## src/rtl/pot_fir_pkg.sv

```systemverilog
package pot_fir_pkg;
    typedef enum logic [1:0] {
        ST_NOCOEF = 2'd0,
        ST_LOAD   = 2'd1,
        ST_IDLE   = 2'd2,
        ST_CALC   = 2'd3
    } fir_state_e;
endpackage

```

## src/rtl/pot_fir_shift.sv

```systemverilog
// Turns one sample and one signed power-of-two term into an accumulator-width addend.
module pot_fir_shift #(
    parameter int DW  = 16,
    parameter int SHW = 4,
    parameter int AW  = 40
) (
    input  logic signed [DW-1:0]  smp,
    input  logic                  neg,
    input  logic        [SHW-1:0] sh,
    output logic signed [AW-1:0]  addend
);
    logic signed [AW-1:0] ext;
    logic signed [AW-1:0] shifted;

    always_comb begin
        ext     = {{(AW-DW){smp[DW-1]}}, smp};
        shifted = ext <<< sh;
        addend  = neg ? -shifted : shifted;
    end
endmodule

```

## src/rtl/pot_fir_sat.sv

```systemverilog
// Scales the accumulator down by FRAC bits (floor) and clamps it to the output range.
module pot_fir_sat #(
    parameter int AW   = 40,
    parameter int OW   = 16,
    parameter int FRAC = 8
) (
    input  logic signed [AW-1:0] acc,
    output logic        [OW-1:0] y
);
    localparam logic signed [AW-1:0] MAXV = {{(AW-OW+1){1'b0}}, {(OW-1){1'b1}}};
    localparam logic signed [AW-1:0] MINV = {{(AW-OW+1){1'b1}}, {(OW-1){1'b0}}};

    logic signed [AW-1:0] scaled;

    always_comb begin
        scaled = acc >>> FRAC;
        if (scaled > MAXV)      y = MAXV[OW-1:0];
        else if (scaled < MINV) y = MINV[OW-1:0];
        else                    y = scaled[OW-1:0];
    end
endmodule

```

## src/rtl/pot_fir_hist.sv

```systemverilog
// Circular sample history: one write port, one combinational read port.
module pot_fir_hist #(
    parameter int DW   = 16,
    parameter int TAPS = 8,
    localparam int TAPW = $clog2(TAPS)
) (
    input  logic                   clk,
    input  logic                   rst_n,
    input  logic                   we,
    input  logic        [TAPW-1:0] waddr,
    input  logic signed [DW-1:0]   wdata,
    input  logic        [TAPW-1:0] raddr,
    output logic signed [DW-1:0]   rdata
);
    logic signed [DW-1:0] mem_d [TAPS];
    logic signed [DW-1:0] mem_q [TAPS];

    always_comb begin
        mem_d = mem_q;
        if (we) mem_d[waddr] = wdata;
        rdata = mem_q[raddr];
    end

    always_ff @(posedge clk or negedge rst_n) begin
        if (!rst_n) begin
            for (int i = 0; i < TAPS; i++) mem_q[i] <= '0;
        end else begin
            mem_q <= mem_d;
        end
    end
endmodule

```

## src/rtl/pot_serial_fir.sv

```systemverilog
module pot_serial_fir
    import pot_fir_pkg::*;
#(
    parameter int DW    = 16,
    parameter int OW    = 16,
    parameter int TAPS  = 8,
    parameter int TERMS = 16,
    parameter int SHW   = 4,
    parameter int FRAC  = 8,
    localparam int TAPW = $clog2(TAPS),
    localparam int TW   = 1 + SHW + TAPW
) (
    input  logic                 clk,
    input  logic                 rst_n,
    input  logic                 sample_strobe,
    input  logic signed [DW-1:0] sample_in,
    output logic                 sample_ack,
    input  logic                 coef_start,
    input  logic [TW-1:0]        coef_word,
    output logic [OW-1:0]        result,
    output logic                 result_valid,
    output logic                 overrun
);
    localparam int CW = $clog2(TERMS);
    // data width + largest shift + growth over TERMS additions + guard bit
    localparam int AW = DW + (1 << SHW) + CW + 1;

    typedef struct packed {
        fir_state_e      st;
        logic [CW-1:0]   idx;
        logic [TAPW-1:0] wp;
        logic [AW-1:0]   acc;
        logic [OW-1:0]   res;
        logic            vld;
        logic            ack;
        logic            ovr;
        logic [2:0]      sync;
    } ctl_t;

    ctl_t q, d;
    logic [TW-1:0] terms_d [TERMS];
    logic [TW-1:0] terms_q [TERMS];

    logic                 strobe_edge;
    logic [TW-1:0]        cur;
    logic [TAPW-1:0]      rd_addr;
    logic signed [DW-1:0] rd_data;
    logic signed [AW-1:0] addend;
    logic signed [AW-1:0] acc_sum;
    logic [OW-1:0]        sat_y;
    logic                 hist_we;
    logic                 last_term;

    assign cur     = terms_q[q.idx];
    assign rd_addr = q.wp - cur[TAPW-1:0];

    pot_fir_hist #(.DW(DW), .TAPS(TAPS)) u_hist (
        .clk   (clk),
        .rst_n (rst_n),
        .we    (hist_we),
        .waddr (q.wp + 1'b1),
        .wdata (sample_in),
        .raddr (rd_addr),
        .rdata (rd_data)
    );

    pot_fir_shift #(.DW(DW), .SHW(SHW), .AW(AW)) u_shift (
        .smp    (rd_data),
        .neg    (cur[TW-1]),
        .sh     (cur[TW-2 -: SHW]),
        .addend (addend)
    );

    assign acc_sum = $signed(q.acc) + addend;

    pot_fir_sat #(.AW(AW), .OW(OW), .FRAC(FRAC)) u_sat (
        .acc (acc_sum),
        .y   (sat_y)
    );

    always_comb begin
        d           = q;
        d.vld       = 1'b0;
        d.ack       = 1'b0;
        d.ovr       = 1'b0;
        d.sync      = {q.sync[1:0], sample_strobe};
        strobe_edge = q.sync[1] & ~q.sync[2];
        last_term   = (q.idx == CW'(TERMS - 1));
        terms_d     = terms_q;
        hist_we     = 1'b0;
        if (coef_start) begin
            d.st  = ST_LOAD;
            d.idx = '0;
        end else begin
            case (q.st)
                ST_LOAD: begin
                    terms_d[q.idx] = coef_word;
                    d.idx = q.idx + 1'b1;
                    if (last_term) begin
                        d.st  = ST_IDLE;
                        d.idx = '0;
                    end
                end
                ST_IDLE: begin
                    if (strobe_edge) begin
                        hist_we = 1'b1;
                        d.wp    = q.wp + 1'b1;
                        d.acc   = '0;
                        d.idx   = '0;
                        d.ack   = 1'b1;
                        d.st    = ST_CALC;
                    end
                end
                ST_CALC: begin
                    d.acc = acc_sum;
                    d.idx = q.idx + 1'b1;
                    d.ovr = strobe_edge;
                    if (last_term) begin
                        d.st  = ST_IDLE;
                        d.idx = '0;
                        d.res = sat_y;
                        d.vld = 1'b1;
                    end
                end
                default: ;
            endcase
        end
    end

    always_ff @(posedge clk or negedge rst_n) begin
        if (!rst_n) begin
            q <= '0;
            for (int i = 0; i < TERMS; i++) terms_q[i] <= '0;
        end else begin
            q       <= d;
            terms_q <= terms_d;
        end
    end

    assign result       = q.res;
    assign result_valid = q.vld;
    assign sample_ack   = q.ack;
    assign overrun      = q.ovr;

    assert_vld_pulse_R5: assert property (@(posedge clk) disable iff (!rst_n)
        result_valid |=> !result_valid);
    assert_res_hold_R5: assert property (@(posedge clk) disable iff (!rst_n)
        !result_valid |-> $stable(result));
    assert_ack_starts_walk_R4: assert property (@(posedge clk) disable iff (!rst_n)
        sample_ack |-> (q.st == ST_CALC && q.idx == '0 && q.acc == '0));
    assert_ovr_in_walk_R8: assert property (@(posedge clk) disable iff (!rst_n)
        overrun |-> $past(q.st == ST_CALC));
    assert_no_early_ack_R2: assert property (@(posedge clk) disable iff (!rst_n)
        (q.st == ST_NOCOEF || q.st == ST_LOAD) |-> !sample_ack && !result_valid);
    assert_no_overflow_R10: assert property (@(posedge clk) disable iff (!rst_n)
        (q.st == ST_CALC && !coef_start && q.acc[AW-1] == addend[AW-1])
            |-> acc_sum[AW-1] == q.acc[AW-1]);
endmodule

```

## config.mk

```make
export PLATFORM = sky130hd
export DESIGN_NAME = pot_serial_fir
export DESIGN_NICKNAME = d
export VERILOG_FILES = /design/src/rtl/pot_fir_pkg.sv /design/src/rtl/pot_fir_shift.sv /design/src/rtl/pot_fir_sat.sv /design/src/rtl/pot_fir_hist.sv /design/src/rtl/pot_serial_fir.sv
export SDC_FILE = /design/constraint.sdc
export NUM_CORES = 1
export LEC_CHECK = 0
export BUFFER_PORTS_ARGS = -buffer_cell sky130_fd_sc_hd__buf_4
export CORE_MARGIN = 5
export CORE_UTILIZATION = 30
export DETAILED_ROUTE_END_ITERATION = 10
export GPL_ROUTABILITY_DRIVEN = 0
export GPL_TIMING_DRIVEN = 1
export PLACE_DENSITY_LB_ADDON = 0.3
export SYNTH_ARGS = -nofsm -noshare
export SYNTH_HDL_FRONTEND = slang
export SYNTH_SLANG_ARGS = --single-unit
```

## constraint.sdc

```tcl
create_clock -name clk -period 12.2 [get_ports clk]
set_input_delay 1.83 -clock clk [delete_from_list [all_inputs] [get_ports clk]]
set_output_delay 1.83 -clock clk [all_outputs]
set_load 0.01 [all_outputs]
```

# Word level (Yosys, flattened, before mapping)
# Cells that the tools add are included.
# W data, S select, Z words.
[op_classes]
mux = 27
addsub = 5
n_bitwise = 6
n_eq_ne = 7
reduce_logical = 11
n_shift = 1
n_lt_le_gt_ge = 7
[op_table]
columns = ["cell", "n"]
rows = [
  ["$bwmux W128", 2],
  ["$mux W16", 5],
  ["$pmux W37 S2", 1],
  ["$bmux W16 S3", 1],
  ["$demux W16 S3", 1],
  ["$mux W46", 1],
  ["$add A37 B37 Y37", 1],
  ["$mux W37", 1],
  ["$neg A37 Y37", 1],
  ["$sshl A16 B4 Y37", 1],
  ["$bmux W8 S4", 1],
  ["$demux W8 S4", 1],
  ["$gt A29 B16 Y1 const B", 1],
  ["$lt A29 B16 Y1 const B", 1],
  ["$mux W8", 3],
  ["$mux W6", 2],
  ["$pmux W6 S2", 1],
  ["$reduce_and A3 Y1", 4],
  ["$ge A4 B4 Y1 const B", 2],
  ["$not A3 Y4", 2],
  ["$mux W1", 6],
  ["$ge A5 B5 Y1 const B", 1],
  ["$lt A5 B1 Y1 const B", 1],
  ["$not A4 Y5", 1],
  ["18 further kinds", 22],
]
[word_totals]
register_bits = 324
output_inout_bits = 19
elab_cells = 97
inputBits = 28

# Longest topological paths before layout
[depth]
depth_word = 16
depth_mapped = 39
mapped_depth_nobuf = 32

# Cells and area by module
# A second synthesis with hierarchy kept.
[hier_totals]
cells_unflattened = 1606
area_unflattened_um2 = 19436.1
[by_module_without_submodules]
columns = ["module", "area_per_inst_um2", "cells_per_inst", "seq_area_each_um2", "instances"]
rows = [
  ["pot_serial_fir", 10842.9, 921, 4904.7, 1],
  ["pot_fir_hist", 5930.7, 336, 3203.1, 1],
  ["pot_fir_shift", 2444.8, 321, 0.0, 1],
  ["pot_fir_sat", 217.7, 28, 0.0, 1],
]

# Least setup slack after synthesis
# No wires, ideal clock.
[synth_path]
kind = "register to register"
from = "reg q[62] in the netlist's numbering"
to = "reg q (netlist bit result[15])"
setup_ns = 0.123
t_required_ns = 12.077
path_stages_with_launch = 37
t_arrival_ns = 9.963
period_less_slack_ns = 10.086
path_buffers = 9
setup_slack_ns = 2.114
path_cell_list = "dfrtp_1 buf_6 buf_6 buf_4 buf_1 mux4_2 mux4_2 ha_1 buf_2 buf_2 buf_1 mux4_2 mux2i_1 mux2i_1 mux2i_1 nand2_1 a211oi_2 nand4_1 or4b_2 nand2_1 xor2_1 a21oi_1 ha_1 clkbuf_1 nand3_1 or2_2 o31ai_1 a41oi_1 a41oi_1 a31oi_1 a21oi_1 or3_1 o211ai_1 or3b_4 mux2_4 buf_6 o221a_1"
[synth_via]
elab_chain_len = 16
word_cells_on_any_way = 19
classes_between = "add/sub: 3; order compare: 2; eq/ne: 1; shift: 1; mux: 9; bitwise: 2; reduce/logical: 1"
[synth_rtl]
columns = ["item", "line", "source"]
rows = [
  ["start, declared", "pot_serial_fir.sv:40", "ctl_t q, d;"],
  ["start signal, assigned", "pot_serial_fir.sv:132", "q <= '0;"],
  ["start signal, assigned", "pot_serial_fir.sv:135", "q <= d;"],
  ["$not A4 Y5 (not written as such)", "pot_serial_fir.sv:54", "assign cur = terms_q[q.idx];"],
  ["$bmux W8 S4", "pot_serial_fir.sv:54", ""],
  ["$mux W8 (not written as such) (2 in series)", "pot_serial_fir.sv:54", ""],
  ["$sub A3 B3 Y3", "pot_serial_fir.sv:55", "assign rd_addr = q.wp - cur[TAPW-1:0];"],
  ["$not A3 Y4 (not written as such)", "pot_fir_hist.sv:21", "rdata = mem_q[raddr];"],
  ["$bmux W16 S3", "pot_fir_hist.sv:21", ""],
  ["$mux W16 (not written as such) (2 in series)", "pot_fir_hist.sv:21", ""],
  ["$sshl A16 B4 Y37", "pot_fir_shift.sv:17", "shifted = ext <<< sh;"],
  ["$neg A37 Y37", "pot_fir_shift.sv:18", "addend = neg ? -shifted : shifted;"],
  ["$mux W37", "pot_fir_shift.sv:18", ""],
  ["$add A37 B37 Y37", "pot_serial_fir.sv:74", "assign acc_sum = $signed(q.acc) + addend;"],
  ["$lt A29 B16 Y1", "pot_fir_sat.sv:18", "else if (scaled < MINV) y = MINV[OW-1:0];"],
  ["$mux W16", "pot_fir_sat.sv:18", ""],
  ["$mux W16", "pot_fir_sat.sv:17", "if (scaled > MAXV) y = MAXV[OW-1:0];"],
]
# Several ways; a longest one is shown, not always the timed one. The select of a mux whose other input is x is not followed.
# A chain may end at the register's enable or synchronous reset.

# Final worst setup path
[layout_path]
from = "reg q[62] in the netlist's numbering"
to = "reg q (netlist bit result[12])"
# The elaborated chain is that of the path after synthesis.

==> impl_results.md <==
- Worst Path Required: 12.58 ns
- Buffers on Ports: 46
- Post-synth ARST share: 1.00
- Vias in the first global route: 13800
- Synth warnings: 0
- Iteration-0 DRC Markers: 967
- Static Leak: 9.78 nW
- Largest net degree at the start of global routing: 119
- First-pass GRT wire length: 83800 µm
- Peak supply drop: 109 µV
- Setup bufs post-CTS: 0
- Top FF cell, synth: dfrtp_1
- Slew headroom: 0.200
- Initial antenna violation count: 1
- Fmax: 0.0936 GHz
- Average size of a mapped cell: 11.4 µm²
- Post-synth EDFFs: 0
- Fin. Hold Viols: 0
- HP Class: reg -> reg
- Crit path max fanout: 26
- Power Dens Cells: 179 nW/µm²
- Synthesized Nets: 1772
- Synthesized area: 19400 µm²
- Fin crit period: 10.69 ns
- Synth Instances: 1697
- Synth Area in Simple Gates: 0.0998
- Mux cell area share after synthesis: 0.262
- Bufs on Longest Clock Path: 3
- CTS resizes: 0
- IO Pins: 47
- RSZ-0062 raised after global routing: false
- Clock Skew: 0.0196 ns
- Share of layout cells above drive strength 1: 0.306
- CTS tree: built
- Startpoint Class: flop
- Crit path DAT: 11.07 ns
- Crit-path max cell delay: 1.00 ns
- Crit. End Element: flop
- Seq/Total Area, Yosys: 0.419
- Final worst slack: 1.51 ns
- XOR/XNOR share of the synthesized area: 0.0289
- CTS Hold Bufs: 0
- Least-Margin Pin Slew: 1.20 ns
- Clk pin slew, worst setup/hold paths: 0.06 ns
- Routed len/inst: 20.4 µm
- Area Overhead vs Synth: 12.0%
- Final Cycle Share: 0.876
- Die X-Extent: 264 µm
- Seq cells post-synth: 324
- Compound-Gate Fraction of Synth Area: 0.125
- Synth unique cells: 94
- HPWL Detailed: 36100 µm
- Latest clock arrival within the worst-skew pair: 0.56 ns
- DRC Markers: 0
- GR Overflow Total: 0
- Vias: 13900
- Die Y: 264 µm
- Critical path's slowest cell: ha_2
- Die Footprint: 69800 µm²
- Largest family of logic cells by synthesized area: multiplexers
- Number of setup violations in the final report: 0
- Number of max-cap violations: 0
- CTS Buf Count: 38
- Row Count: 93
- Vias per std cell: 5.37
- Dpl ws: 1.51 ns
- Clock sink count: 324
- Status: complete, no violations
- Initial Util: 0.302
- Routed WL: 52600 µm
- Routed Antenna Nets: 0
- Nets: 1772
- Synth Area in Adders: 0.0311
- Total global-route track usage: 0.148
- Root Buffer: clkbuf_16
- Drt first pass iters: 5
- Number of H-tree levels: 2
- Max-slew violations: 0
- Core Box Area: 64200 µm²
- Setup tns final: 0 ns
- WS Path Type: reg -> reg
[critical path, delay by kind of cell, from the launching register on]
kind            cells  cell delay (ns)
mux                 5             2.83
xor+xnor            1             0.16
simple gates       10             3.11
flops               1             0.72
compound gates     10             2.19
fa+ha+maj           2             1.47
[cell usage in the layout, fill, tap and decap left out, types with 10 or more instances in the layout]
master / n
ha_1: 44
clkbuf_16: 39
buf_4: 73
mux2i_1: 38
dfrtp_1: 323
o211ai_1: 20
a211oi_1: 12
nor3_1: 26
inv_1: 24
nor2b_1: 11
nand2b_1: 16
o311ai_1: 10
o21ai_1: 10
xor2_1: 22
xnor2_1: 42
o31ai_1: 10
a31oi_1: 15
and3_1: 13
mux4_2: 68
a21oi_1: 66
o21ai_0: 59
nor2_1: 70
o22ai_1: 38
nand3_1: 49
clkbuf_1: 10
mux2_2: 262
a21o_1: 21
nand2_1: 151
[final timing paths]
kind / end / slack [ns] / from / cells after the start
max in group asynchronous: q[62] / 8.49 / rst_n / 3
worst min register to register: d[2] / 0.35 / d[1] / 0
min in group asynchronous: terms_q[90] / 1.31 / rst_n / 1
worst max register to register: result[12] / 1.51 / q[62] / 28
worst min-delay path: d[2] / 0.35 / d[1] / 0
worst max-delay path: result[12] / 1.51 / q[62] / 28
[per-layer routing]
metal,up-vias,track usage,routed length (µm)
met5,-,0,13
met4,2,0.0364,1270
met3,73,0.0250,2450
li1,6348,-,-
met1,7133,0.212,24600
met2,313,0.236,24300
[sequential cells by signal (all words and copies together), names as in the netlist]
name and cells:
d 2, overrun 1, q 47, result 16
result_valid 1, sample_ack 1, terms_q 128, u_hist.mem_q 128
[through the flow]
stage / power [mW] / instances / hold slack, ns / area, µm² / util
floorplan: 2.40 / 1697 / 0.331 / 19400 / -
global placement: 2.76 / 2512 / 0.337 / 20500 / 0.319
detailed placement: 2.77 / 2512 / 0.347 / 20500 / 0.319
CTS: 3.92 / 2580 / 0.352 / 21700 / 0.338
global route: 4.13 / 2580 / 0.352 / 21700 / 0.338
finish: 3.89 / 2582 / 0.349 / 21700 / 0.338
[cell families (layout without fill, tap and decap cells)]
kind of cell | Yosys count | after routing
muxes | 382 | 382
buffers and inverters | 140 | 168
other | 0 | 2
DFF | 324 | 324
xor gates and xnor gates | 64 | 64
adders and majority gates | 47 | 47
and+or+nand+nor | 395 | 395
AOI/OAI and AO/OA | 345 | 345
[power by group]
part	switching, mW	total, mW	internal (mW)	leakage (nW)
Combinational	0.969	1.57	0.600	4.77
Sequential	0.0469	1.20	1.15	4.41
Clock	0.465	1.12	0.657	0.605
[Yosys cell counts, types with 5 or more instances]
library cell / count / area [µm²]
buf_4: 20 / 150
o22ai_1: 38 / 238
ha_1: 45 / 563
o211ai_1: 20 / 150
o21a_1: 7 / 52.6
or2_2: 8 / 50.1
nor3_1: 30 / 150
mux2_1: 6 / 67.6
and2_1: 9 / 56.3
mux2i_1: 38 / 380
o21ai_0: 59 / 295
dfrtp_1: 324 / 8110
o311ai_1: 10 / 87.6
o31ai_1: 10 / 75.1
mux4_2: 68 / 1530
a21o_1: 21 / 158
nor2_1: 70 / 263
nand2_1: 151 / 567
and3_1: 13 / 81.3
a21oi_1: 66 / 330
nand4_1: 6 / 37.5
o311ai_2: 5 / 81.3
xnor2_1: 42 / 368
nand2b_1: 16 / 100
inv_1: 24 / 90.1
buf_1: 8 / 30.0
buf_6: 7 / 78.8
xor2_1: 22 / 193
buf_2: 14 / 70.1
o21ai_1: 10 / 50.1
clkbuf_1: 65 / 244
mux2_2: 262 / 2950
nand3_1: 49 / 245
a31oi_1: 15 / 93.8
nor2b_1: 11 / 68.8
a211oi_1: 12 / 90.1
a22oi_1: 7 / 52.6
[area by class of cell]
cell class                      count  area (µm²)
Tap cell                          855        1070
Multi-Input combinational cell   1233       10600
Fill cell                        6404       42500
Timing Repair Buffer               74         563
Clock inverter                     12         128
Inverter                           26        97.6
Clock buffer                       56        1110
Sequential cell                   324        8110
Antenna cell                        2        5.00
(Power assumes the default switching activity.)
